## config.mk

```make
export PLATFORM = sky130hd
export DESIGN_NAME = scfg_port
export DESIGN_NICKNAME = d
export VERILOG_FILES = /design/src/rtl/scfg_pkg.sv /design/src/rtl/scfg_sync.sv /design/src/rtl/scfg_shift.sv /design/src/rtl/scfg_regfile.sv /design/src/rtl/scfg_port.sv
export SDC_FILE = /design/constraint.sdc
export NUM_CORES = 1
export LEC_CHECK = 0
export BUFFER_PORTS_ARGS = -buffer_cell sky130_fd_sc_hd__buf_2
export CORE_ASPECT_RATIO = 0.6
export CORE_MARGIN = 3
export CORE_UTILIZATION = 40
export DETAILED_ROUTE_END_ITERATION = 12
export GPL_ROUTABILITY_DRIVEN = 0
export PLACE_DENSITY = 0.61
export SYNTH_ARGS = -nofsm -noshare
export SYNTH_HDL_FRONTEND = slang
export SYNTH_HIERARCHICAL = 1
export SYNTH_SLANG_ARGS = --single-unit
```

## constraint.sdc

```tcl
create_clock -name clk -period 2.4 [get_ports clk]
set_clock_uncertainty 0.05 [all_clocks]
set_input_delay 0.48 -clock clk [delete_from_list [all_inputs] [get_ports clk]]
set_output_delay 0.48 -clock clk [all_outputs]
set_load 0.01 [all_outputs]
```

## src/rtl/scfg_pkg.sv

```systemverilog
package scfg_pkg;
  // Positions inside the power-down register.
  localparam int PD_ADC_BIT = 0;
  localparam int PD_DAC_LSB = 1;

  // Reset value of register idx: register 0 powers everything down.
  function automatic logic [31:0] reg_default(int idx, int ndac);
    logic [31:0] v;
    v = 32'd0;
    if (idx == 0) v = (32'd1 << (ndac + 2)) - 32'd1;
    return v;
  endfunction
endpackage

```

## src/rtl/scfg_sync.sv

```systemverilog
module scfg_sync #(
  parameter int          W      = 4,
  parameter int          STAGES = 2,
  parameter logic [W-1:0] RST_VAL = '0
) (
  input  logic         clk,
  input  logic         rst,
  input  logic [W-1:0] d,
  output logic [W-1:0] q
);
  logic [W-1:0] chain [STAGES];

  always_ff @(posedge clk) begin
    if (rst) begin
      for (int s = 0; s < STAGES; s++) chain[s] <= RST_VAL;
    end else begin
      chain[0] <= d;
      for (int s = 1; s < STAGES; s++) chain[s] <= chain[s-1];
    end
  end

  assign q = chain[STAGES-1];
endmodule

```

## src/rtl/scfg_shift.sv

```systemverilog
module scfg_shift #(
  parameter int ADDR_W = 7,
  parameter int DATA_W = 9
) (
  input  logic              clk,
  input  logic              rst,
  input  logic              en,
  input  logic              sel_n,
  input  logic              sel_fall,
  input  logic              sel_rise,
  input  logic              sck_rise,
  input  logic              sdi,
  output logic              wr_en,
  output logic [ADDR_W-1:0] wr_addr,
  output logic [DATA_W-1:0] wr_data
);
  localparam int FW    = ADDR_W + DATA_W;
  localparam int CNT_W = $clog2(FW + 2);
  localparam logic [CNT_W-1:0] CNT_FULL = CNT_W'(FW);
  localparam logic [CNT_W-1:0] CNT_OVER = CNT_W'(FW + 1);

  logic [FW-1:0]    sreg;
  logic [CNT_W-1:0] cnt;

  always_ff @(posedge clk) begin
    if (rst) begin
      sreg    <= '0;
      cnt     <= '0;
      wr_en   <= 1'b0;
      wr_addr <= '0;
      wr_data <= '0;
    end else begin
      wr_en <= 1'b0;
      if (sel_fall) begin
        cnt <= '0;
      end else if (!sel_n && sck_rise && en) begin
        sreg <= {sreg[FW-2:0], sdi};
        if (cnt != CNT_OVER) cnt <= cnt + 1'b1;
      end
      if (sel_rise) begin
        wr_en   <= en && (cnt == CNT_FULL);
        wr_addr <= sreg[FW-1:DATA_W];
        wr_data <= sreg[DATA_W-1:0];
        cnt     <= '0;
      end
    end
  end
endmodule

```

## src/rtl/scfg_regfile.sv

```systemverilog
module scfg_regfile #(
  parameter int ADDR_W   = 7,
  parameter int DATA_W   = 9,
  parameter int NUM_REGS = 8,
  parameter int NUM_DAC  = 3
) (
  input  logic                         clk,
  input  logic                         rst,
  input  logic                         wr_en,
  input  logic [ADDR_W-1:0]            wr_addr,
  input  logic [DATA_W-1:0]            wr_data,
  output logic [NUM_REGS*DATA_W-1:0]   regs
);
  import scfg_pkg::*;
  localparam int IDX_W = (NUM_REGS > 1) ? $clog2(NUM_REGS) : 1;

  logic [DATA_W-1:0] mem [NUM_REGS];
  logic              hit;
  logic [IDX_W-1:0]  idx;

  assign hit = (32'(wr_addr) < NUM_REGS);
  assign idx = IDX_W'(wr_addr);

  always_ff @(posedge clk) begin
    if (rst) begin
      for (int i = 0; i < NUM_REGS; i++) mem[i] <= DATA_W'(reg_default(i, NUM_DAC));
    end else if (wr_en && hit) begin
      mem[idx] <= wr_data;
    end
  end

  for (genvar g = 0; g < NUM_REGS; g++) begin : g_out
    assign regs[g*DATA_W +: DATA_W] = mem[g];
  end
endmodule

```

## src/rtl/scfg_port.sv

```systemverilog
module scfg_port #(
  parameter int ADDR_W      = 7,
  parameter int DATA_W      = 9,
  parameter int NUM_REGS    = 8,
  parameter int NUM_DAC     = 3,
  parameter int SYNC_STAGES = 2
) (
  input  logic                       clk,
  input  logic                       rst,
  input  logic                       mode_sw,
  input  logic                       ser_clk,
  input  logic                       ser_dat,
  input  logic                       ser_csn,
  output logic [NUM_REGS*DATA_W-1:0] regs_o,
  output logic                       pd_adc_o,
  output logic [NUM_DAC-1:0]         pd_dac_o,
  output logic                       pd_ref_o
);
  import scfg_pkg::*;
  localparam int GLB_BIT = PD_DAC_LSB + NUM_DAC;

  logic [3:0] raw_in, syn;
  logic       sck_q, sdi_q, csn_q, mode_q;
  logic       sck_prev, csn_prev;
  logic       sck_rise, csn_rise, csn_fall;
  logic              wr_en;
  logic [ADDR_W-1:0] wr_addr;
  logic [DATA_W-1:0] wr_data;
  logic [DATA_W-1:0] pd_word;

  assign raw_in = {mode_sw, ser_csn, ser_dat, ser_clk};

  scfg_sync #(.W(4), .STAGES(SYNC_STAGES), .RST_VAL(4'b0100)) sync_i (
    .clk(clk), .rst(rst), .d(raw_in), .q(syn)
  );

  assign sck_q  = syn[0];
  assign sdi_q  = syn[1];
  assign csn_q  = syn[2];
  assign mode_q = syn[3];

  always_ff @(posedge clk) begin
    if (rst) begin
      sck_prev <= 1'b0;
      csn_prev <= 1'b1;
    end else begin
      sck_prev <= sck_q;
      csn_prev <= csn_q;
    end
  end

  assign sck_rise = sck_q & ~sck_prev;
  assign csn_rise = csn_q & ~csn_prev;
  assign csn_fall = ~csn_q & csn_prev;

  scfg_shift #(.ADDR_W(ADDR_W), .DATA_W(DATA_W)) shift_i (
    .clk(clk), .rst(rst), .en(mode_q), .sel_n(csn_q),
    .sel_fall(csn_fall), .sel_rise(csn_rise), .sck_rise(sck_rise), .sdi(sdi_q),
    .wr_en(wr_en), .wr_addr(wr_addr), .wr_data(wr_data)
  );

  scfg_regfile #(.ADDR_W(ADDR_W), .DATA_W(DATA_W), .NUM_REGS(NUM_REGS),
                 .NUM_DAC(NUM_DAC)) rf_i (
    .clk(clk), .rst(rst), .wr_en(wr_en), .wr_addr(wr_addr),
    .wr_data(wr_data), .regs(regs_o)
  );

  assign pd_word = regs_o[DATA_W-1:0];

  always_ff @(posedge clk) begin
    if (rst) begin
      pd_adc_o <= 1'b1;
      pd_dac_o <= '1;
      pd_ref_o <= 1'b1;
    end else begin
      pd_ref_o <= pd_word[GLB_BIT];
      pd_adc_o <= pd_word[GLB_BIT] | pd_word[PD_ADC_BIT];
      for (int i = 0; i < NUM_DAC; i++)
        pd_dac_o[i] <= pd_word[GLB_BIT] | pd_word[PD_DAC_LSB + i];
    end
  end
endmodule

```

# Word-level counts from Yosys, hierarchy flattened
# Memory sizes are Yosys's and may differ from the RTL's.
# Index checks and enable logic that the tools add are counted.
[word_totals] register_bits=45 mem_bits_rw=80 in_bits=6 output_inout_bits=77 word_cells=52 n_memories=2
[classes] add_sub_neg=1 magnitude_cmp=1 eq_ne=2 n_mux=12 n_bitwise=14 n_reduce_logical=10
[memory_table] name="rf_i.mem" words=8 word_bits=9 read_ports=8 rd_clocked_by_memory_dff=0 write_ports=8 line="scfg_regfile.sv:17" source="logic [DATA_W-1:0] mem [NUM_REGS];"
[memory_table] name="sync_i.chain" words=2 word_bits=4 read_ports=2 rd_clocked_by_memory_dff=0 write_ports=2 line="scfg_sync.sv:11" source="logic [W-1:0] chain [STAGES];"
[ops] op="$mux W9" count=2
[ops] op="$reduce_or A9 Y1" count=1
[ops] op="$mux W4" count=2
[ops] op="$lt A7 B4 Y1 const B" count=1
[ops] op="$mux W1" count=7
[ops] op="$or A1 B1 Y1" count=6
[ops] op="$add A5 B1 Y5 const B" count=1
[ops] op="$eq A5 B5 Y1 const B" count=1
[ops] op="$ne A5 B5 Y1 const B" count=1
[ops] op="$not A1 Y1" count=5
[ops] op="$logic_and A1 B1 Y1" count=4
[ops] op="$reduce_and A2 Y1" count=2
[ops] op="$and A1 B1 Y1" count=3
[ops] op="$mux W3" count=1
[ops] op="$reduce_or A3 Y1" count=1
[ops] op="$reduce_or A2 Y1" count=1
[ops] op="$logic_not A1 Y1" count=1

# Longest topological paths before layout
# Gate-level depths: netlist (run 1).
[depth] ltp_word=7 mapped_depth=7 depth_no_buf=5

# Cells and area by module
# The synthesis (run 1) kept the hierarchy.
[by_module_without_submodules] module="scfg_regfile" instances=1 cells_per_inst=200 area_each_um2=3055.4 seq_area_each_um2=2162.1
[by_module_without_submodules] module="scfg_shift" instances=1 cells_per_inst=159 area_each_um2=1443.9 seq_area_each_um2=760.7
[by_module_without_submodules] module="scfg_sync" instances=1 cells_per_inst=20 area_each_um2=240.2 seq_area_each_um2=160.2
[by_module_without_submodules] module="scfg_port" instances=1 cells_per_inst=17 area_each_um2=202.7 seq_area_each_um2=140.1

# Worst setup path before layout (run 1)
# No wires, ideal clock.
[synth_timing] kind="input to register" startpoint="input rst" endpoint="memory rf_i.mem[0][4] (data pin)" setup_ns=0.272 arrival_time_ns=1.506 setup_slack_ns=0.573 stages=3 cell_sequence="or4_1 -> clkbuf_1 -> or4_1"
[synth_lines] item="from (decl)" line="scfg_port.sv:9" source="input logic rst,"
[synth_lines] item="to (decl)" line="scfg_regfile.sv:17"

==> impl_metrics.toml, run 1 <==
[worst_setup_path]
worstPathArrival_ns = 2.00
path_max_fanout = 18
cp.buffers_inverters = 0
slowest_stage = "or4b_1"
crit_path_max_incr_delay_ns = 0.82
path_class = "register to register"
path_delay_family = "simple AND/OR/NAND/NOR gates"
crit_chain = "or4b_1 -> nor3_1"
crit_path_end_kind = "register"
critPathLaunchType = "register"
cp_data_required_time_ns = 2.59
r2r_slack_ns = 0.59

[clock_network]
clk_pin_slew_ns = 0.06
post-cts-setup-buffers = 0
clk_path_buf_depth = 2
clock-sinks = 125
cts_tree = "done"
hold_buffers = 0
cts_resized = 0
htreeDepth = 4
clkLatencyLatePin_ns = 0.41
numCtsBuffers = 17
cts-root-buf = "clkbuf_16"

[timing]
fmaxAchievable_ghz = 0.5514
hold_slack_ns = 0.2008
rsz0062_at_grt = "no"
worst_slew_pin_slew_ns = 0.6887
min_period_over_period_pct = 75.56
final_hold_viol_count = 0
period_needed_ns = 1.813
setup_viol = 0
slew_viol_final = 0
fin_ws_ns = 0.5866
tns_ns = 0
relSlewSlack_pct = 54.09

[routing]
dr.first_iter.drc_count = 265
drc_errors = 0
wl_per_cell_um = 17.79
vias = 3283
routed_wl_um = 11530
ant_nets = 0
firstDrtPassIters = 5
routed_via_density = 5.066

[synthesis]
yosysWarningCount = 6
ys_seq_area_share_pct = 65.22
ys_ff_latch = 125
synth_area_mm2 = 0.004942
synthDistinctLibCells = 31
syn_area_per_cell_um2 = 12.48
synthCells = 396
syn_nets = 405

[run]
maxCapViolations = 0

[grt]
grt_max_degree = 38
grt_pass1_vias = 3053
antenna_found_initial = 0
grt_pass1_wl_um = 17660
overflow = 0
grt_use_total_pct = 17.23

[finish]
seqCellArea_mm2 = 0.003223
fillers = 1021
drive_above_1_share_pct = 34.02
finalNetCount = 484
num_antenna_cells = 0
syn_to_final_growth_pct = 22.66
final_area_mm2 = 0.006062
multi_input_area_mm2 = 0.001524

[power_and_ir_drop]
ir_drop_v = 0.0005335
p_per_area_mw_per_mm2 = 832.7
p_leak_uw = 0.002088
p_total_uw = 5048

[floorplan]
die_y_um = 92.10
die_area_mm2 = 0.01377
rows = 30
boundaryPins = 83
initial_core_util_pct = 42.34
fp.dieW_um = 149.5
core_mm2 = 0.01167

[placed_design]
place_area_mm2 = 0.005455
place_hpwl_um = 7883
place_ws_ns = 0.3494
port_buffers = 82

[outcome]
outcome = "completed"

[hold_path]
worstHoldPathType = "input pin to register"
per-layer routing:
metal	share of wire, %	vias up	GRT usage (%)
met5	0	-	0
met4	1.0	0	6.169
met3	7.8	11	5.284
met2	41	108	22.18
met1	51	1578	26.75
li1	-	1586	-
synthesized netlist by cell type, drive strengths merged:
master | number | area (µm²)
nand3 | 1 | 5.000
nand4b | 2 | 17.52
nand2b | 9 | 56.30
o31ai | 1 | 7.510
ha | 3 | 37.54
buf | 20 | 147.6
or4b | 4 | 40.04
a21oi | 20 | 100.1
or2 | 4 | 25.02
nand2 | 43 | 161.4
nor2 | 19 | 71.32
nor4b | 2 | 23.77
a41o | 2 | 20.02
a31o | 6 | 52.55
inv | 2 | 7.510
mux2i | 16 | 160.2
nand4bb | 2 | 22.52
dfxtp | 53 | 1061
o21ai | 3 | 15.01
or3 | 9 | 56.30
nor3 | 67 | 485.5
or4 | 6 | 45.04
nor4bb | 2 | 20.02
nor2b | 13 | 81.33
nand3b | 1 | 7.510
clkbuf | 14 | 52.55
edfxtp | 72 | 2162
cell type report:
cell class | count | area share, %
multi-input combinational | 235 | 25.14
tap | 160 | 3.302
timing repair buffer | 94 | 8.256
clock buffer | 18 | 7.245
inverter | 2 | 0.1238
clock inverter | 14 | 2.766
sequential | 125 | 53.17
where the power goes:
group	internal, µW	switching [µW]	leakage (µW)
Sequential	2310	15.7	0.00115
Clock	1660	929	0.000297
Combinational	48.5	90.3	0.000638
registers in the layout, summed over array words and instances (netlist names):
| name | cells |
|---|---|
| shift_i/wr_en | 1 |
| rf_i/mem | 72 |
| pd_adc_o | 1 |
| shift_i/wr_data | 9 |
| pd_dac_o | 3 |
| pd_ref_o | 1 |
| sync_i/chain | 8 |
| shift_i/wr_addr | 7 |
| csn_prev | 1 |
| sck_prev | 1 |
| shift_i/cnt | 5 |
| shift_i/sreg | 16 |
worst paths after layout:
kind,start,to,cells after the start
worst max-delay path,shift_i/wr_addr[1],rf_i/mem[2][8],2
worst min-delay path,ser_csn,sync_i/chain[0][2],2
worst max register to register,shift_i/wr_addr[1],rf_i/mem[2][8],2
worst min register to register,sync_i/chain[0][2],sync_i/chain[0][6],1
metrics by stage:
step | utilization (%) | cells
finish | 51.93 | 648
global placement | 46.73 | 616
CTS | 51.93 | 648
global route | 51.93 | 648
floorplan | - | 396
detailed placement | 46.73 | 616
worst reg2reg max path: stages, from the launching register on:
cell	delay, ns
dfxtp_1	0.49
or4b_1	0.82
nor3_1	0.29
layout by cell type, fill, tap and decap left out, types with 2 or more instances in the layout:
cell type,instances
a21oi_1,20
a31o_2,6
a41o_1,2
buf_2,82
buf_4,12
bufinv_16,3
clkbuf_16,17
clkinv_2,3
clkinv_4,4
clkinvlp_4,2
dfxtp_1,53
edfxtp_1,72
ha_1,3
inv_1,2
inv_4,2
mux2i_1,16
nand2_1,43
nand2b_1,9
nand4b_1,2
nand4bb_1,2
nor2_1,19
nor2b_1,12
nor3_1,37
nor3_2,30
o21ai_0,3
or2_1,4
or3_1,9
or4_1,6
or4b_1,3
kinds of logic (layout without fill, tap and decap cells):
| kind of cell | after synthesis | in the layout | share of synthesized area, % |
|---|---|---|---|
| compound gates | 32 | 32 | 3.949 |
| fa+ha+maj | 3 | 3 | 0.7596 |
| buf+inv | 36 | 128 | 4.203 |
| flops | 125 | 125 | 65.22 |
| mux | 16 | 16 | 3.240 |
| simple gates | 184 | 184 | 22.63 |
Power figures use the tool's default switching activity.
==> run 2: changes to the inputs <==
==> constraint.sdc (replaced) <==
create_clock -name clk -period 1.83 [get_ports clk]
set_clock_uncertainty 0.05 [all_clocks]
set_input_delay 0.366 -clock clk [delete_from_list [all_inputs] [get_ports clk]]
set_output_delay 0.366 -clock clk [all_outputs]
set_load 0.01 [all_outputs]
==> impl_metrics.toml, run 2 (same netlist as run 1, synthesis figures left out) <==
[worst_setup_path]
path_max_fanout = 8
critPathLaunchType = "register"
slowest_stage = "or4b_4"
crit_chain = "or4b_4 -> or4_1"
path_class = "register to register"
crit_path_end_kind = "register"
crit_path_max_incr_delay_ns = 0.60
worstPathArrival_ns = 1.84
reg2regPathDepth = 2
cp_data_required_time_ns = 1.92

[placed_design]
place_hpwl_um = 8092
port_buffers = 82
dp.cells = 625
place_ws_ns = -0.06296

[timing]
fmaxAchievable_ghz = 0.5710
period_needed_ns = 1.751
min_period_over_period_pct = 95.70
relSlewSlack_pct = 70.90
setup_viol = 0
worst_slew_pin_slew_ns = 0.4365
fin_ws_ns = 0.07878
final_hold_viol_count = 0
slew_viol_final = 0
rsz0062_at_grt = "no"

[floorplan]
boundaryPins = 83
die_area_mm2 = 0.01377
core_mm2 = 0.01167
fp.dieW_um = 149.5
die_y_um = 92.10
rows = 30
initial_core_util_pct = 42.34

[finish]
finish.utilization_pct = 53.14
drive_above_1_share_pct = 34.61
largest_register_ffs = 72
final_cell_mix = "buf_2, edfxtp_1, dfxtp_1"
fillers = 994
largest_register = "rf_i/mem"
num_antenna_cells = 0
stdcell_count = 657
finalNetCount = 493
syn_to_final_growth_pct = 25.52
layout_commonest_cell = "buf_2"
reg_top3 = "rf_i/mem: 72 flops, shift_i/sreg: 16 flops, shift_i/wr_data: 9 flops"

[hold_path]
worstHoldPathCells = 2
worstHoldPathType = "input pin to register"

[routing]
wl_per_cell_um = 17.62
dr.first_iter.drc_count = 343
vias = 3330
ant_nets = 0
firstDrtPassIters = 4
drc_errors = 0
routed_via_density = 5.068
routed_wl_um = 11580

[grt]
grt_max_degree = 43
grt_pass1_wl_um = 17800
antenna_found_initial = 0
grt_use_total_pct = 17.36
grt_pass1_vias = 3137
overflow = 0

[clock_network]
clkLatencyLatePin_ns = 0.41
clk_path_buf_depth = 2
clock-sinks = 125
cts-root-buf = "clkbuf_16"
clk_pin_slew_ns = 0.05
htreeDepth = 4
post-cts-setup-buffers = 0
cts_tree = "done"
numCtsBuffers = 17

[power_and_ir_drop]
p_leak_uw = 0.002162
p_per_area_mw_per_mm2 = 1117
ir_drop_v = 0.0005897

[run]
maxCapViolations = 0

[outcome]
outcome = "completed"
## run 2: path summary, 6_finish.rpt
check / from / end / slack (ns)
worst max-delay path: shift_i/wr_addr[5] / rf_i/mem[0][4] / 0.08
worst min-delay path: ser_csn / sync_i/chain[0][2] / 0.09
worst max register to register: shift_i/wr_addr[5] / rf_i/mem[0][4] / 0.08
worst min register to register: sync_i/chain[0][2] / sync_i/chain[0][6] / 0.36
## run 2: metrics by stage
stage / total power (µW) / hold slack [ns] / area (µm²) / TNS, ns
2_1_floorplan: 3204 / 0.3354 / 4942 / 0
3_5_place_dp: 3301 / 0.3500 / 5548 / -0.2016
4_1_cts: 6999 / 0.07343 / 6200 / 0
6_report: 6932 / 0.08925 / 6203 / 0
5_1_grt: 7148 / 0.09574 / 6203 / 0
3_3_place_gp: 3297 / 0.3471 / 5548 / -0.01437
## run 2: timing repair
action                     CTS  global route
setup endpoints to repair    0             5
gates resized for setup      0             1
hold buffers                 0             0
## run 2: layout make-up
| cell class | instances | area (µm²) | area share, % |
|---|---|---|---|
| clock buffers | 18 | 429.2 | 6.918 |
| clock inverters | 14 | 222.7 | 3.590 |
| inverters | 2 | 7.507 | 0.1210 |
| multi-input cells | 235 | 1524 | 24.57 |
| flip-flops and latches | 125 | 3223 | 51.96 |
| well taps | 160 | 200.2 | 3.227 |
| repair buffers | 103 | 596.8 | 9.621 |
## run 2: critical path: cells and delay by family (launching register included)
kind	cells	cell delay, ns
simple gates	2	1.10
flops	1	0.33
## run 2: routing by layer
layer  vias up  share of wire (%)  global-route usage, %  wire, µm
met5         -                  0                      0         0
met3         9                7.3                  6.123       847
met1      1607                 51                  26.68      5870
met4         0               0.56                  5.027        65
met2       111                 41                  22.63      4795
li1       1603                  -                      -         -
## run 2: power breakdown
part	internal [µW]	switching [µW]
clock network	2530	1160
registers	3030	20.8
logic	75.4	119
total	5630	1300
==> run 3: changes to the inputs <==
--- a/config.mk
+++ b/config.mk
@@ -11,8 +11,7 @@
 export CORE_UTILIZATION = 40
 export DETAILED_ROUTE_END_ITERATION = 12
 export GPL_ROUTABILITY_DRIVEN = 0
-export PLACE_DENSITY = 0.61
+export PLACE_DENSITY_LB_ADDON = 0.25
 export SYNTH_ARGS = -nofsm -noshare
 export SYNTH_HDL_FRONTEND = slang
-export SYNTH_HIERARCHICAL = 1
 export SYNTH_SLANG_ARGS = --single-unit
==> impl_metrics.toml, run 3 <==
[worst_setup_path]
path_delay_family = "compound AO/OA/AOI/OAI gates"
path_class = "register to register"
crit_path_end_kind = "register"
crit_path_max_incr_delay_ns = 0.48
slowest_stage = "o21bai_2"
path_depth = 3
r2r_slack_ns = 0.12
cp.buffers_inverters = 0
path_max_fanout = 9
critPathLaunchType = "register"
reg2regPathDepth = 3
endpoint = "rf_i.mem[4][6]"
crit_start = "shift_i.wr_addr[3]"
r2r-start = "shift_i.wr_addr[3]"
cp_data_required_time_ns = 1.83
timing.rr.end = "rf_i.mem[4][6]"
crit_chain = "nor4_4 -> nand3_1 -> o21bai_2"
worstPathArrival_ns = 1.71

[power_and_ir_drop]
ir_drop_v = 0.0005990
p_per_area_mw_per_mm2 = 1105
p_leak_uw = 0.002146

[timing]
period_needed_ns = 1.714
worst_slew_pin_slew_ns = 0.9936
setup_viol = 0
tns_ns = 0
min_period_over_period_pct = 93.67
hold_slack_ns = 0.08545
slew_viol_final = 0
fmaxAchievable_ghz = 0.5834
final_hold_viol_count = 0
relSlewSlack_pct = 33.47
rsz0062_at_grt = "no"

[placed_design]
place_hpwl_um = 7512
port_buffers = 82
dp.cells = 600

[synthesis]
ys_top_cells_by_area = "edfxtp_1, dfxtp_1, nor2_1, a22o_1, a21oi_1"
synth_area_leader_cell = "edfxtp_1"
synth_area_mm2 = 0.004577
synthArstFlopShare_pct = 0
yosysWarningCount = 0
syn_nets = 383
synth_most_common_cell = "edfxtp_1"
synth_top_area_share_pct = 47.24
syn_area_per_cell_um2 = 12.24
ys_seq_area_share_pct = 70.42
synth_common_cells = "edfxtp_1, nor2_1, dfxtp_1"
synth-edff-count = 72
synthDistinctLibCells = 38
ys_ff_latch = 125
ys_dominant_reg_cell = "edfxtp_1"
synthCells = 374

[grt]
overflow = 0
grt_pass1_wl_um = 16210
grt_use_total_pct = 17.20
antenna_found_initial = 0
grt_pass1_vias = 3043
grt_max_degree = 23

[floorplan]
die_area_mm2 = 0.01280
boundaryPins = 83
fp.dieW_um = 144.1
core_mm2 = 0.01085
die_y_um = 88.86
rows = 29
initial_core_util_pct = 42.19

[clock_network]
clkLatencyLatePin_ns = 0.41
numCtsBuffers = 17
cts_tree = "done"
htreeDepth = 4
hold_buffers = 0
post-cts-setup-buffers = 0
clock-sinks = 125
cts-root-buf = "clkbuf_16"
cts_resized = 0
clk_path_buf_depth = 2
clk_pin_slew_ns = 0.06

[routing]
routed_via_density = 5.144
wl_per_cell_um = 17.03
firstDrtPassIters = 4
vias = 3251
drc_errors = 0
routed_wl_um = 10760
dr.first_iter.drc_count = 213
ant_nets = 0

[outcome]
outcome = "completed"

[finish]
reg_top3 = "rf_i.mem: 72 flops, shift_i.sreg: 16 flops, shift_i.wr_data: 9 flops"
largest_register_ffs = 72
stdcell_count = 632
syn_to_final_growth_pct = 30.21
layout_commonest_cell = "buf_2"
drive_above_1_share_pct = 32.66
largest_register = "rf_i.mem"
final_cell_mix = "buf_2, edfxtp_1, nor2_1"
finalNetCount = 489
num_antenna_cells = 0

[hold_path]
worstHoldPathType = "input pin to register"

[run]
maxCapViolations = 0
[run 3: per-stage QoR]
step	setup WS (ns)	area (µm²)	utilization, %	total power [µW]
global placement	0.1117	5385	49.64	3421
CTS	0.1041	5959	54.93	6650
detailed placement	0.08743	5385	49.64	3427
finish	0.1159	5959	54.93	6583
floorplan	-0.05311	4607	-	3268
global route	0.009821	5959	54.93	6798
[run 3: logic make-up (layout without fill, tap and decap cells)]
family / count (synthesis) / in the layout / share of synthesized area [%]
mux: 1 / 1 / 0.2187
flops: 125 / 125 / 70.42
fa+ha+maj: 3 / 3 / 0.8202
simple gates: 149 / 149 / 16.76
buf+inv: 30 / 149 / 2.652
xor+xnor: 1 / 1 / 0.1914
compound gates: 65 / 65 / 8.939
[run 3: worst register-to-register path, stage by stage (launching register included)]
cell	delay, ns
dfxtp_1	0.35
nor4_4	0.29
nand3_1	0.17
o21bai_2	0.48
[run 3: per-layer routing]
metal	track usage (%)	routed length, µm	share of wire (%)
met5	0	0	0
met4	5.897	102	0.95
met1	25.80	5491	51
met3	5.238	711	6.6
met2	23.50	4457	41
[run 3: worst min-delay path by stage]
stage,from,end,slack (ns),cells after the start
detailed placement,sync_i.chain[0][2],sync_i.chain[0][6],0.35,1
floorplan,sync_i.chain[0][2],sync_i.chain[0][6],0.34,1
CTS,ser_csn,sync_i.chain[0][2],0.07,2
finish,ser_csn,sync_i.chain[0][2],0.09,2
global route,ser_csn,sync_i.chain[0][2],0.09,2
global placement,sync_i.chain[0][2],sync_i.chain[0][6],0.35,1
[run 3: cell type report]
type / instances / area [µm²]
timing repair buffer: 111 / 703.2
inverter: 6 / 22.52
sequential: 125 / 3223
fill: 905 / 4890
clock inverter: 15 / 148.9
clock buffer: 17 / 425.4
multi-input combinational: 219 / 1262
tap: 139 / 173.9
[run 3: report_power, final]
part / leakage (µW) / total (µW) / internal [µW] / switching, µW
clock: 0.000274 / 3220 / 1990 / 1220
sequential: 0.00112 / 3100 / 3060 / 34.0
combinational: 0.000756 / 270 / 116 / 153
total: 0.00215 / 6580 / 5170 / 1410
